**src/rtl/blakley_pkg.sv**
```systemverilog
package blakley_pkg;

  typedef enum logic [2:0] {
    ST_IDLE,
    ST_SHIFT,
    ST_RED_DBL,
    ST_RED_ONE,
    ST_FIX
  } ctrl_state_t;

  // strobes from control to datapath
  typedef struct packed {
    logic load;      // capture and align operands
    logic shiftAdd;  // pair <- 2*pair + bit*A'
    logic reduce;    // try a subtraction of the modulus term
    logic dblMod;    // modulus term is 2*N' (else N')
    logic finish;    // resolve pair, correct, shift back
  } dp_strobe_t;

  localparam int EST_BITS = 4;  // width of the sign-estimate window

endpackage

```
**src/rtl/blakley_csa.sv**
```systemverilog
module blakley_csa #(
  parameter int W = 19
) (
  input  logic [W-1:0] x,
  input  logic [W-1:0] y,
  input  logic [W-1:0] z,
  input  logic         carryIn,
  output logic [W-1:0] sumOut,
  output logic [W-1:0] carryOut
);

  assign carryOut[0] = carryIn;

  // one full-adder cell per bit; the top carry falls outside the modulus 2^W
  for (genvar i = 0; i < W; i++) begin : g_cell
    assign sumOut[i] = x[i] ^ y[i] ^ z[i];
    if (i < W - 1) begin : g_carry
      assign carryOut[i+1] = (x[i] & y[i]) | (x[i] & z[i]) | (y[i] & z[i]);
    end
  end

endmodule

```
**src/rtl/blakley_sign_est.sv**
```systemverilog
module blakley_sign_est #(
  parameter int EW = 4
) (
  input  logic [EW-1:0] winC,
  input  logic [EW-1:0] winS,
  output logic          negative
);

  logic [EW-2:0] gen;
  logic [EW-1:1] prop;
  logic          carryTop;

  assign gen  = winC[EW-2:0] & winS[EW-2:0];
  assign prop = winC[EW-1:1] ^ winS[EW-1:1];

  // two-level lookahead for the carry into the top bit of the window
  function automatic logic topCarry(input logic [EW-2:0] g, input logic [EW-1:1] p);
    logic acc;
    logic term;
    acc = 1'b0;
    for (int j = 0; j < EW - 1; j++) begin
      term = g[j];
      for (int k = j + 1; k < EW - 1; k++) begin
        term = term & p[k];
      end
      acc = acc | term;
    end
    return acc;
  endfunction

  assign carryTop = topCarry(gen, prop);
  assign negative = prop[EW-1] ^ carryTop;

endmodule

```
**src/rtl/blakley_datapath.sv**
```systemverilog
module blakley_datapath
  import blakley_pkg::*;
#(
  parameter int WIDTH = 16
) (
  input  logic             clk,
  input  logic             rst,
  input  dp_strobe_t       ctl,
  input  logic [WIDTH-1:0] opA,
  input  logic [WIDTH-1:0] opB,
  input  logic [WIDTH-1:0] opN,
  output logic [WIDTH-1:0] result
);

  localparam int W   = WIDTH + 3;
  localparam int SHW = (WIDTH > 2) ? $clog2(WIDTH) : 1;
  localparam int EW  = EST_BITS;

  logic [W-1:0]     carryQ, sumQ;
  logic [WIDTH-1:0] aNorm, nNorm, bReg, resultQ;
  logic [SHW-1:0]   shiftAmt, lzNow;

  // leading-zero count of the modulus (N > 1 keeps it below WIDTH-1)
  function automatic logic [SHW-1:0] leadZeros(input logic [WIDTH-1:0] v);
    logic [SHW-1:0] cnt;
    cnt = SHW'(WIDTH - 1);
    for (int i = 0; i < WIDTH; i++) begin
      if (v[i]) cnt = SHW'(WIDTH - 1 - i);
    end
    return cnt;
  endfunction

  assign lzNow = leadZeros(opN);

  // shift-add candidate
  logic [W-1:0] dblC, dblS, addend, saSum, saCarry;
  assign dblC   = {carryQ[W-2:0], 1'b0};
  assign dblS   = {sumQ[W-2:0], 1'b0};
  assign addend = bReg[WIDTH-1] ? {3'b000, aNorm} : '0;

  blakley_csa #(.W(W)) u_csaShift (
    .x(dblC), .y(dblS), .z(addend), .carryIn(1'b0),
    .sumOut(saSum), .carryOut(saCarry)
  );

  // trial subtraction candidate: pair + ~K + 1
  logic [W-1:0] modTerm, rdSum, rdCarry;
  assign modTerm = ctl.dblMod ? {2'b00, nNorm, 1'b0} : {3'b000, nNorm};

  blakley_csa #(.W(W)) u_csaReduce (
    .x(carryQ), .y(sumQ), .z(~modTerm), .carryIn(1'b1),
    .sumOut(rdSum), .carryOut(rdCarry)
  );

  logic estNeg, takeSub;
  blakley_sign_est #(.EW(EW)) u_signEst (
    .winC(rdCarry[W-1:W-EW]), .winS(rdSum[W-1:W-EW]), .negative(estNeg)
  );
  assign takeSub = ~estNeg;

  // final resolve and correction
  logic [W-1:0]     pairVal;
  logic [W:0]       trial;
  logic [WIDTH-1:0] fixedVal;
  assign pairVal  = carryQ + sumQ;
  assign trial    = {1'b0, pairVal} - {4'b0000, nNorm};
  assign fixedVal = trial[W] ? pairVal[WIDTH-1:0] : trial[WIDTH-1:0];

  always_ff @(posedge clk) begin
    if (rst) begin
      carryQ   <= '0;
      sumQ     <= '0;
      aNorm    <= '0;
      nNorm    <= '0;
      bReg     <= '0;
      shiftAmt <= '0;
      resultQ  <= '0;
    end else begin
      if (ctl.load) begin
        carryQ   <= '0;
        sumQ     <= '0;
        aNorm    <= opA << lzNow;
        nNorm    <= opN << lzNow;
        bReg     <= opB;
        shiftAmt <= lzNow;
      end
      if (ctl.shiftAdd) begin
        carryQ <= saCarry;
        sumQ   <= saSum;
        bReg   <= {bReg[WIDTH-2:0], 1'b0};
      end
      if (ctl.reduce && takeSub) begin
        carryQ <= rdCarry;
        sumQ   <= rdSum;
      end
      if (ctl.finish) begin
        resultQ <= fixedVal >> shiftAmt;
      end
    end
  end

  assign result = resultQ;

  // full value of the trial candidate, for checking the estimate
  logic [W-1:0] candVal;
  assign candVal = rdCarry + rdSum;

  AST_SUB_NONNEG: assert property (@(posedge clk) disable iff (rst)
    (ctl.reduce && takeSub) |-> !candVal[W-1]);

  AST_DECLINE_SMALL: assert property (@(posedge clk) disable iff (rst)
    (ctl.reduce && !takeSub) |-> (candVal[W-1] || candVal[W-2:WIDTH-1] == '0));

  AST_PARTIAL_BOUND: assert property (@(posedge clk) disable iff (rst)
    (ctl.shiftAdd || ctl.finish) |-> (pairVal < {2'b00, nNorm, 1'b0}));

  AST_FIX_RANGE: assert property (@(posedge clk) disable iff (rst)
    ctl.finish |-> (trial[W] || trial[W-1:WIDTH] == '0));

  AST_ALIGNED_MOD: assert property (@(posedge clk) disable iff (rst)
    ctl.shiftAdd |-> nNorm[WIDTH-1]);

endmodule

```
**src/rtl/blakley_ctrl.sv**
```systemverilog
module blakley_ctrl
  import blakley_pkg::*;
#(
  parameter int WIDTH = 16
) (
  input  logic       clk,
  input  logic       rst,
  input  logic       start,
  output logic       busy,
  output logic       done,
  output dp_strobe_t ctl
);

  localparam int CW      = (WIDTH > 2) ? $clog2(WIDTH) : 1;
  localparam int LAT     = 3 * WIDTH + 1;
  localparam int LAT_W   = $clog2(LAT + 2) + 1;

  ctrl_state_t    state;
  logic [CW-1:0]  bitCnt;
  logic           doneQ;

  assign busy = (state != ST_IDLE);
  assign done = doneQ;

  always_comb begin
    ctl          = '0;
    ctl.load     = (state == ST_IDLE) && start;
    ctl.shiftAdd = (state == ST_SHIFT);
    ctl.reduce   = (state == ST_RED_DBL) || (state == ST_RED_ONE);
    ctl.dblMod   = (state == ST_RED_DBL);
    ctl.finish   = (state == ST_FIX);
  end

  always_ff @(posedge clk) begin
    if (rst) begin
      state  <= ST_IDLE;
      bitCnt <= '0;
      doneQ  <= 1'b0;
    end else begin
      doneQ <= 1'b0;
      unique case (state)
        ST_IDLE: begin
          if (start) begin
            state  <= ST_SHIFT;
            bitCnt <= CW'(WIDTH - 1);
          end
        end
        ST_SHIFT:   state <= ST_RED_DBL;
        ST_RED_DBL: state <= ST_RED_ONE;
        ST_RED_ONE: begin
          if (bitCnt == '0) begin
            state <= ST_FIX;
          end else begin
            bitCnt <= bitCnt - 1'b1;
            state  <= ST_SHIFT;
          end
        end
        ST_FIX: begin
          state <= ST_IDLE;
          doneQ <= 1'b1;
        end
        default: state <= ST_IDLE;
      endcase
    end
  end

  // edge counter for the latency check
  logic [LAT_W-1:0] latCnt;
  always_ff @(posedge clk) begin
    if (rst) latCnt <= '0;
    else if (ctl.load) latCnt <= '0;
    else if (busy) latCnt <= latCnt + 1'b1;
  end

  AST_DONE_PULSE: assert property (@(posedge clk) disable iff (rst)
    doneQ |=> !doneQ);

  AST_LATENCY: assert property (@(posedge clk) disable iff (rst)
    doneQ |-> (latCnt == LAT_W'(LAT)));

  AST_START_TAKEN: assert property (@(posedge clk) disable iff (rst)
    (start && !busy) |=> (state == ST_SHIFT));

  AST_NO_ABORT: assert property (@(posedge clk) disable iff (rst)
    (busy && state != ST_FIX) |=> busy);

  AST_LAST_BIT: assert property (@(posedge clk) disable iff (rst)
    (state == ST_FIX) |-> ($past(state) == ST_RED_ONE && $past(bitCnt) == '0));

endmodule

```
**src/rtl/blakley_modmul.sv**
```systemverilog
module blakley_modmul
  import blakley_pkg::*;
#(
  parameter int WIDTH = 16
) (
  input  logic             clk,
  input  logic             rst,
  input  logic             start,
  input  logic [WIDTH-1:0] opA,
  input  logic [WIDTH-1:0] opB,
  input  logic [WIDTH-1:0] opN,
  output logic             busy,
  output logic             done,
  output logic [WIDTH-1:0] result
);

  dp_strobe_t ctl;

  blakley_ctrl #(.WIDTH(WIDTH)) u_ctrl (
    .clk(clk), .rst(rst), .start(start),
    .busy(busy), .done(done), .ctl(ctl)
  );

  blakley_datapath #(.WIDTH(WIDTH)) u_datapath (
    .clk(clk), .rst(rst), .ctl(ctl),
    .opA(opA), .opB(opB), .opN(opN), .result(result)
  );

  AST_RESULT_HOLD: assert property (@(posedge clk) disable iff (rst)
    !done |-> $stable(result));

endmodule

```
**config.mk**
```make
export PLATFORM = sky130hd
export DESIGN_NAME = blakley_modmul
export DESIGN_NICKNAME = d
export VERILOG_FILES = /design/src/rtl/blakley_pkg.sv /design/src/rtl/blakley_csa.sv /design/src/rtl/blakley_sign_est.sv /design/src/rtl/blakley_datapath.sv /design/src/rtl/blakley_ctrl.sv /design/src/rtl/blakley_modmul.sv
export SDC_FILE = /design/constraint.sdc
export NUM_CORES = 1
export LEC_CHECK = 0
export ABC_AREA = 1
export CORE_AREA = 2 2 151 153
export DETAILED_ROUTE_END_ITERATION = 10
export DIE_AREA = 0 0 153 155
export PLACE_DENSITY = 0.61
export SLEW_MARGIN = 15
export SYNTH_ARGS = -nofsm -noshare
export SYNTH_HDL_FRONTEND = slang
export SYNTH_SLANG_ARGS = --single-unit
```
**constraint.sdc**
```tcl
create_clock -name clk -period 3.9 [get_ports clk]
set_clock_uncertainty 0.1 [all_clocks]
set_input_delay 0.39 -clock clk [delete_from_list [all_inputs] [get_ports clk]]
set_output_delay 0.39 -clock clk [all_outputs]
set_load 0.1 [all_outputs]
```
== Word-level counts from Yosys, hierarchy flattened ==
Cells that the tools add are included.

* Reductions and logical operators: 11
* Bitwise gates (word level): 224
* Shift-type cells: 3
* Mux-type cells: 32
* Add/sub/neg operators: 3
* Eq/ne operators: 6

{| class="wikitable"
|+ Operators by type and width
! kind !! number
|-
| 19-bit two-way mux || 5
|-
| 1-bit bitwise AND || 87
|-
| 1-bit bitwise OR || 72
|-
| 16-bit two-way mux || 4
|-
| 1-bit bitwise XOR || 54
|-
| 4-bit two-way mux || 10
|-
| 16-bit by 4-bit left shift with 16-bit output || 2
|-
| 19-bit by 16-bit subtractor with 20-bit output || 1
|-
| 19-bit adder || 1
|-
| 19-bit NOT || 1
|-
| 3-bit two-way mux || 6
|-
| 17-bit two-way mux || 1
|-
| 16-bit by 4-bit >> shifter with 16-bit output || 1
|-
| 3-bit case mux with 4 select lines || 1
|-
| 4-bit case mux with 2 select lines || 1
|-
| 3-bit by 2-bit == test with 1-bit output, second input constant || 2
|-
| 3-bit nonzero test || 2
|-
| 1-bit bitwise AND, second input constant || 4
|-
| 4-bit zero test || 1
|-
| 2-bit two-way mux || 2
|-
| 2-bit != test, second input constant || 2
|-
| 2-bit nonzero test || 2
|-
| 4-bit by 1-bit subtractor with 4-bit output, second input constant || 1
|-
| 3-bit bitwise AND || 1
|-
| other kinds (11) || 15
|}

* Register bits: 114
* Input bits: 51
* Word-level logic and storage cells: 290

== Depth between registers and ports, before layout ==
* Depth after elaboration: 16
* Mapped depth: 30

== Hierarchy ==
From an unflattened synthesis, not the netlist that was laid out.

* Cells, all modules: 1556
* Area total of the unflattened synthesis: 9882.0 um2

{| class="wikitable"
|+ By module, submodules not included
! module !! area an instance (um2) !! seq. area each (um2) !! times used !! cells an instance
|-
| blakley_datapath || 8539.4 || 2122.0 || 1 || 1421
|-
| blakley_csa || 402.9 || 0.0 || 2 || 28
|-
| blakley_ctrl || 451.7 || 160.2 || 1 || 64
|-
| blakley_sign_est || 85.1 || 0.0 || 1 || 15
|}

== Worst setup path after synthesis ==
OpenSTA, ideal clock, no wires.

* Path kind: flip-flop to flip-flop
* Start: register u_datapath.sumQ[0]
* End: register u_datapath.resultQ[0] (netlist: u_datapath.result[0])
* Library setup time: 0.109 ns
* Arrival: 3.629 ns
* Period minus slack after synthesis: 3.837 ns
* Slack: 0.063 ns
* Cell stages (with the launch flop): 24
* Cells stage by stage: dfxtp_1 > ha_1 > fa_1 > nand3_1 > nand3_2 > a21oi_1 > o21ai_0 > xor2_1 > ha_1 > a21oi_1 > o21ai_0 > a21oi_1 > o21ai_2 > nand2_2 > buf_2 > nand3_1 > nand3_1 > nand2_1 > nand2_1 > nand3_1 > nand3_1 > nand3_1 > nand2_1 > inv_1

* Word-level cells in the longest chain between the ends: 4

{| class="wikitable"
|+ Ends and longest elaborated chain
! item !! line !! text
|-
| start, declared || blakley_datapath.sv:19 || <nowiki>logic [W-1:0] carryQ, sumQ;</nowiki>
|-
| start signal, assigned || blakley_datapath.sv:89 || <nowiki>sumQ <= saSum;</nowiki>
|-
| start signal, assigned || blakley_datapath.sv:94 || <nowiki>sumQ <= rdSum;</nowiki>
|-
| 19-bit adder (*) || blakley_datapath.sv:65 || <nowiki>assign pairVal = carryQ + sumQ;</nowiki>
|-
| 19-bit by 16-bit subtractor with 20-bit output || blakley_datapath.sv:66 || <nowiki>assign trial = {1'b0, pairVal} - {4'b0000, nNorm};</nowiki>
|-
| 16-bit two-way mux (*) || blakley_datapath.sv:67 || <nowiki>assign fixedVal = trial[W] ? pairVal[WIDTH-1:0] : trial[WIDTH-1:0];</nowiki>
|-
| 16-bit by 4-bit >> shifter with 16-bit output (*) || blakley_datapath.sv:97 || <nowiki>resultQ <= fixedVal >> shiftAmt;</nowiki>
|-
| end signal, assigned || blakley_datapath.sv:97 ||
|-
| end, declared || blakley_datapath.sv:20 || <nowiki>logic [WIDTH-1:0] aNorm, nNorm, bReg, resultQ;</nowiki>
|}

Every way passes the cells marked *; elsewhere a longest branch is shown, timed or not.
A chain may end at the register's enable or synchronous reset.

== Worst setup path in the final report ==
* Start: register u_datapath.carryQ[0]
* End: register u_datapath.resultQ[2] (netlist: u_datapath.result[2])

* Word-level cells in the longest chain between the ends: 4

{| class="wikitable"
|+ Ends and longest elaborated chain
! item !! line !! text
|-
| start, declared || blakley_datapath.sv:19 ||
|-
| start signal, assigned || blakley_datapath.sv:88 || <nowiki>carryQ <= saCarry;</nowiki>
|-
| start signal, assigned || blakley_datapath.sv:93 || <nowiki>carryQ <= rdCarry;</nowiki>
|-
| 19-bit adder (*) || blakley_datapath.sv:65 ||
|-
| 19-bit by 16-bit subtractor with 20-bit output || blakley_datapath.sv:66 ||
|-
| 16-bit two-way mux (*) || blakley_datapath.sv:67 ||
|-
| 16-bit by 4-bit >> shifter with 16-bit output (*) || blakley_datapath.sv:97 ||
|}

Marked as above.

==> reports/results.ini <==
[sta]
setup_violations=0
fin_crit_sh_pct=95.86
tightest_slew_ps=1031
rsz0062_at_grt=yes
finalWorstSetupSlack_ps=161.6
hold_ws_ps=234.4
max_freq_mhz=267.5
finalHoldViolations=0
maxSlewViolCount=0
slew_headroom_pct=31.04
fin_crit_ps=3738

[synthesis]
synth.ff_latch_count=114
synthCells=1502
yosysSeqAreaShare_pct=24.30
yosys.cell_count.top_type=nand2_1
ys.flop_type=dfxtp_1
syn_area_um2=9392
yosys-top-cells-count=nand2_1, nand3_1, inv_1
yosysTopAreaCell=dfxtp_1
synth-edff-count=0
synthArstFlopShare_pct=0
yosysWarningCount=0
syn_nets=1625
synth_area_leaders=dfxtp_1, nand2_1, nand3_1
syn_avg_cell_area_um2=6.253
netlist.area_leader.share_pct=24.30
ys_types=45

[placement]
hpwl_um=20830
place_area_um2=10670
port_buffers=68
dp_slack_ps=-44.85
place.gp.congestion=0.8997

[min_path]
hold_path.class=in -> reg

[grt]
grt_pass1_wl_um=44930
grt_pass1_vias=8907
grt_util_all_layers_pct=23.04
antenna_found_initial=0
grt_max_degree=75
grt_overflow=0

[power_and_ir_drop]
peakVddDrop_uv=263.7
power_density_nw_per_um2=389.0
p_leak_nw=5.575
pwr-share-clk_pct=34.0
cellInternalPower_mw=2.827
swShare_pct=38.55
p_switching_mw=1.773
power.share.combinational_pct=37.1
seqPwrFrac_pct=28.9

[clock_network]
numCtsBuffers=17
insertion_delay_ps=430
cts_tree=done
cts_hold_buf=0
numClockSinks=114
cts-root-buf=clkbuf_16
h-tree-depth=4
clockBufferDepth=2
clk_pin_slew_ps=60

[worst_setup_path]
crit_end=u_datapath.result[2]
worstRegToRegCells=24
end_kind=register
cp.arrival_ps=4010
worstSetupStartpointType=register
crit_type=reg -> reg
critPathLaunch=u_datapath.carryQ[0]
worstReg2RegEnd=u_datapath.result[2]
crit_fanout=7
r2r_slack_ps=160
cp.required_ps=4180
r2r_start=u_datapath.carryQ[0]

[drt]
drtIter0Drc=668
ant_nets=0
drt_wl_total_um=28080
firstDrtPassIters=6
viasPerCell=5.265
wl_per_cell_um=14.80
num_vias=9987
drc=0

[floorplan]
pin_count=69
core.rowCount=55
dieArea_um2=23720
die_y_um=155
start_util_pct=42.25
die_w_um=153
core_region_area_um2=22230

[outcome]
status=finished, final reports clean

[run]
drv_cap=0

[layout]
antennaDiodeCount=0
fill_cells=2236
post-route-cell-area_um2=11830
drive_gt1_share_pct=13.90
final_nets=1722
syn_to_final_growth_pct=25.94

==> power by group through the flow <==
stage	clock [mW]	sequential (mW)	combinational, mW
after floorplan	0	1.32	1.11
after global placement	0	1.35	1.54
after CTS	1.59	1.32	1.58
final	1.56	1.33	1.71
after global routing	1.64	1.34	1.89
after detailed placement	0	1.35	1.55
==> final cells by class <==
type | instances | area [um2] | area share (%)
Clock buffer | 18 | 439.2 | 3.713
Multi-Input combinational cell | 1156 | 6674 | 56.43
Tap cell | 285 | 356.6 | 3.015
Inverter | 164 | 615.6 | 5.205
Sequential cell | 114 | 2292 | 19.38
Clock inverter | 14 | 153.9 | 1.301
Timing Repair Buffer | 146 | 1296 | 10.96
==> worst min-delay path by stage <==
stage,from,endpoint,slack (ps),cells past startpoint
after floorplan,u_datapath.aNorm[1],u_datapath.aNorm[1],350,2
after global placement,u_datapath.result[9],u_datapath.result[9],350,2
after detailed placement,u_datapath.result[14],u_datapath.result[14],360,2
after CTS,rst,u_datapath.nNorm[0],220,2
after global routing,rst,u_datapath.aNorm[0],230,2
final,rst,u_datapath.nNorm[6],230,2
==> critical path: stages, from the launching register on <==
cell and delay (ps):
dfxtp_2 330, ha_4 160, fa_2 350, nand3_2 100, nand3_4 90, a21oi_4 180
buf_6 120, xnor2_2 60, ha_1 350, nand2_2 120, o21ai_2 180, a21oi_2 50
buf_4 150, o21ai_4 180, nand2_4 140, buf_8 160, nand3_1 150, nand3_2 100
nand3_1 100, nand3_1 110, nand2_1 90, nand2_1 70, nand3_1 130, nand2_1 50
inv_1 70
==> cell usage in the layout, fill, tap and decap left out, types with 3 or more instances in the layout <==
cell	netlist	routed
nand2_1	516	506
nand3_1	224	205
inv_1	159	157
dfxtp_1	114	108
buf_4	0	75
clkdlybuf4s50_1	0	67
a21oi_1	79	66
nor2_1	60	55
a31oi_1	51	50
o21ai_0	46	42
fa_1	34	33
nand3_2	9	27
ha_1	38	26
xor2_1	21	18
clkbuf_16	0	18
nand2_2	9	17
a21oi_2	0	12
ha_4	0	10
nor2_2	4	8
nor3_1	7	6
clkinvlp_4	0	6
o21ai_2	1	5
xnor2_1	7	5
nand4_1	5	5
dfxtp_2	0	5
nand3_4	1	4
a221oi_1	4	4
clkinv_1	4	4
a21o_1	4	4
a22oi_1	4	4
nand3b_1	4	4
inv_6	0	4
xor2_2	0	3
inv_2	1	3
o211ai_1	3	3
==> metal layers <==
metal	track usage [%]	routed length (um)	share of wire [%]
met1	32.66	13600	48
met2	37.63	13030	46
met3	2.981	1119	4.0
met4	5.159	329	1.2
met5	0	0	0
==> registers in the layout (all words and copies together) (netlist names) <==
signal               count
u_datapath.aNorm        16
u_ctrl.done              1
u_datapath.nNorm        16
u_ctrl.bitCnt            4
u_ctrl.state             3
u_datapath.shiftAmt      4
u_datapath.sumQ         19
u_datapath.carryQ       19
u_datapath.result       16
u_datapath.bReg         16
==> metrics by stage <==
step	power, mW	std cells	utilization [%]	setup TNS, ps
floorplan	2.432	1502	-	0
global placement	2.890	1854	48.00	0
detailed placement	2.900	1854	48.00	-265.8
CTS	4.494	1888	50.87	0
global route	4.876	1897	53.21	-342.8
finish	4.601	1897	53.21	0
==> cell families (layout without fill, tap and decap cells) <==
group | Yosys count | count (layout) | synth area share [%]
simple gates | 849 | 851 | 38.73
buf+inv | 234 | 342 | 9.605
compound gates | 205 | 205 | 12.44
fa+ha+maj | 72 | 72 | 12.31
xor+xnor | 28 | 28 | 2.611
flops | 114 | 114 | 24.30
==> repair_timing <==
action / 4_1_cts / 5_1_grt
setup buffers: 1 / 7
gates cloned: 1 / 2
hold endpoints to repair: 0 / 0
gates resized for setup: 8 / 95
pin swaps: 3 / 38
endpoints found under the setup margin: 10 / 16
(Power assumes the default switching activity.)
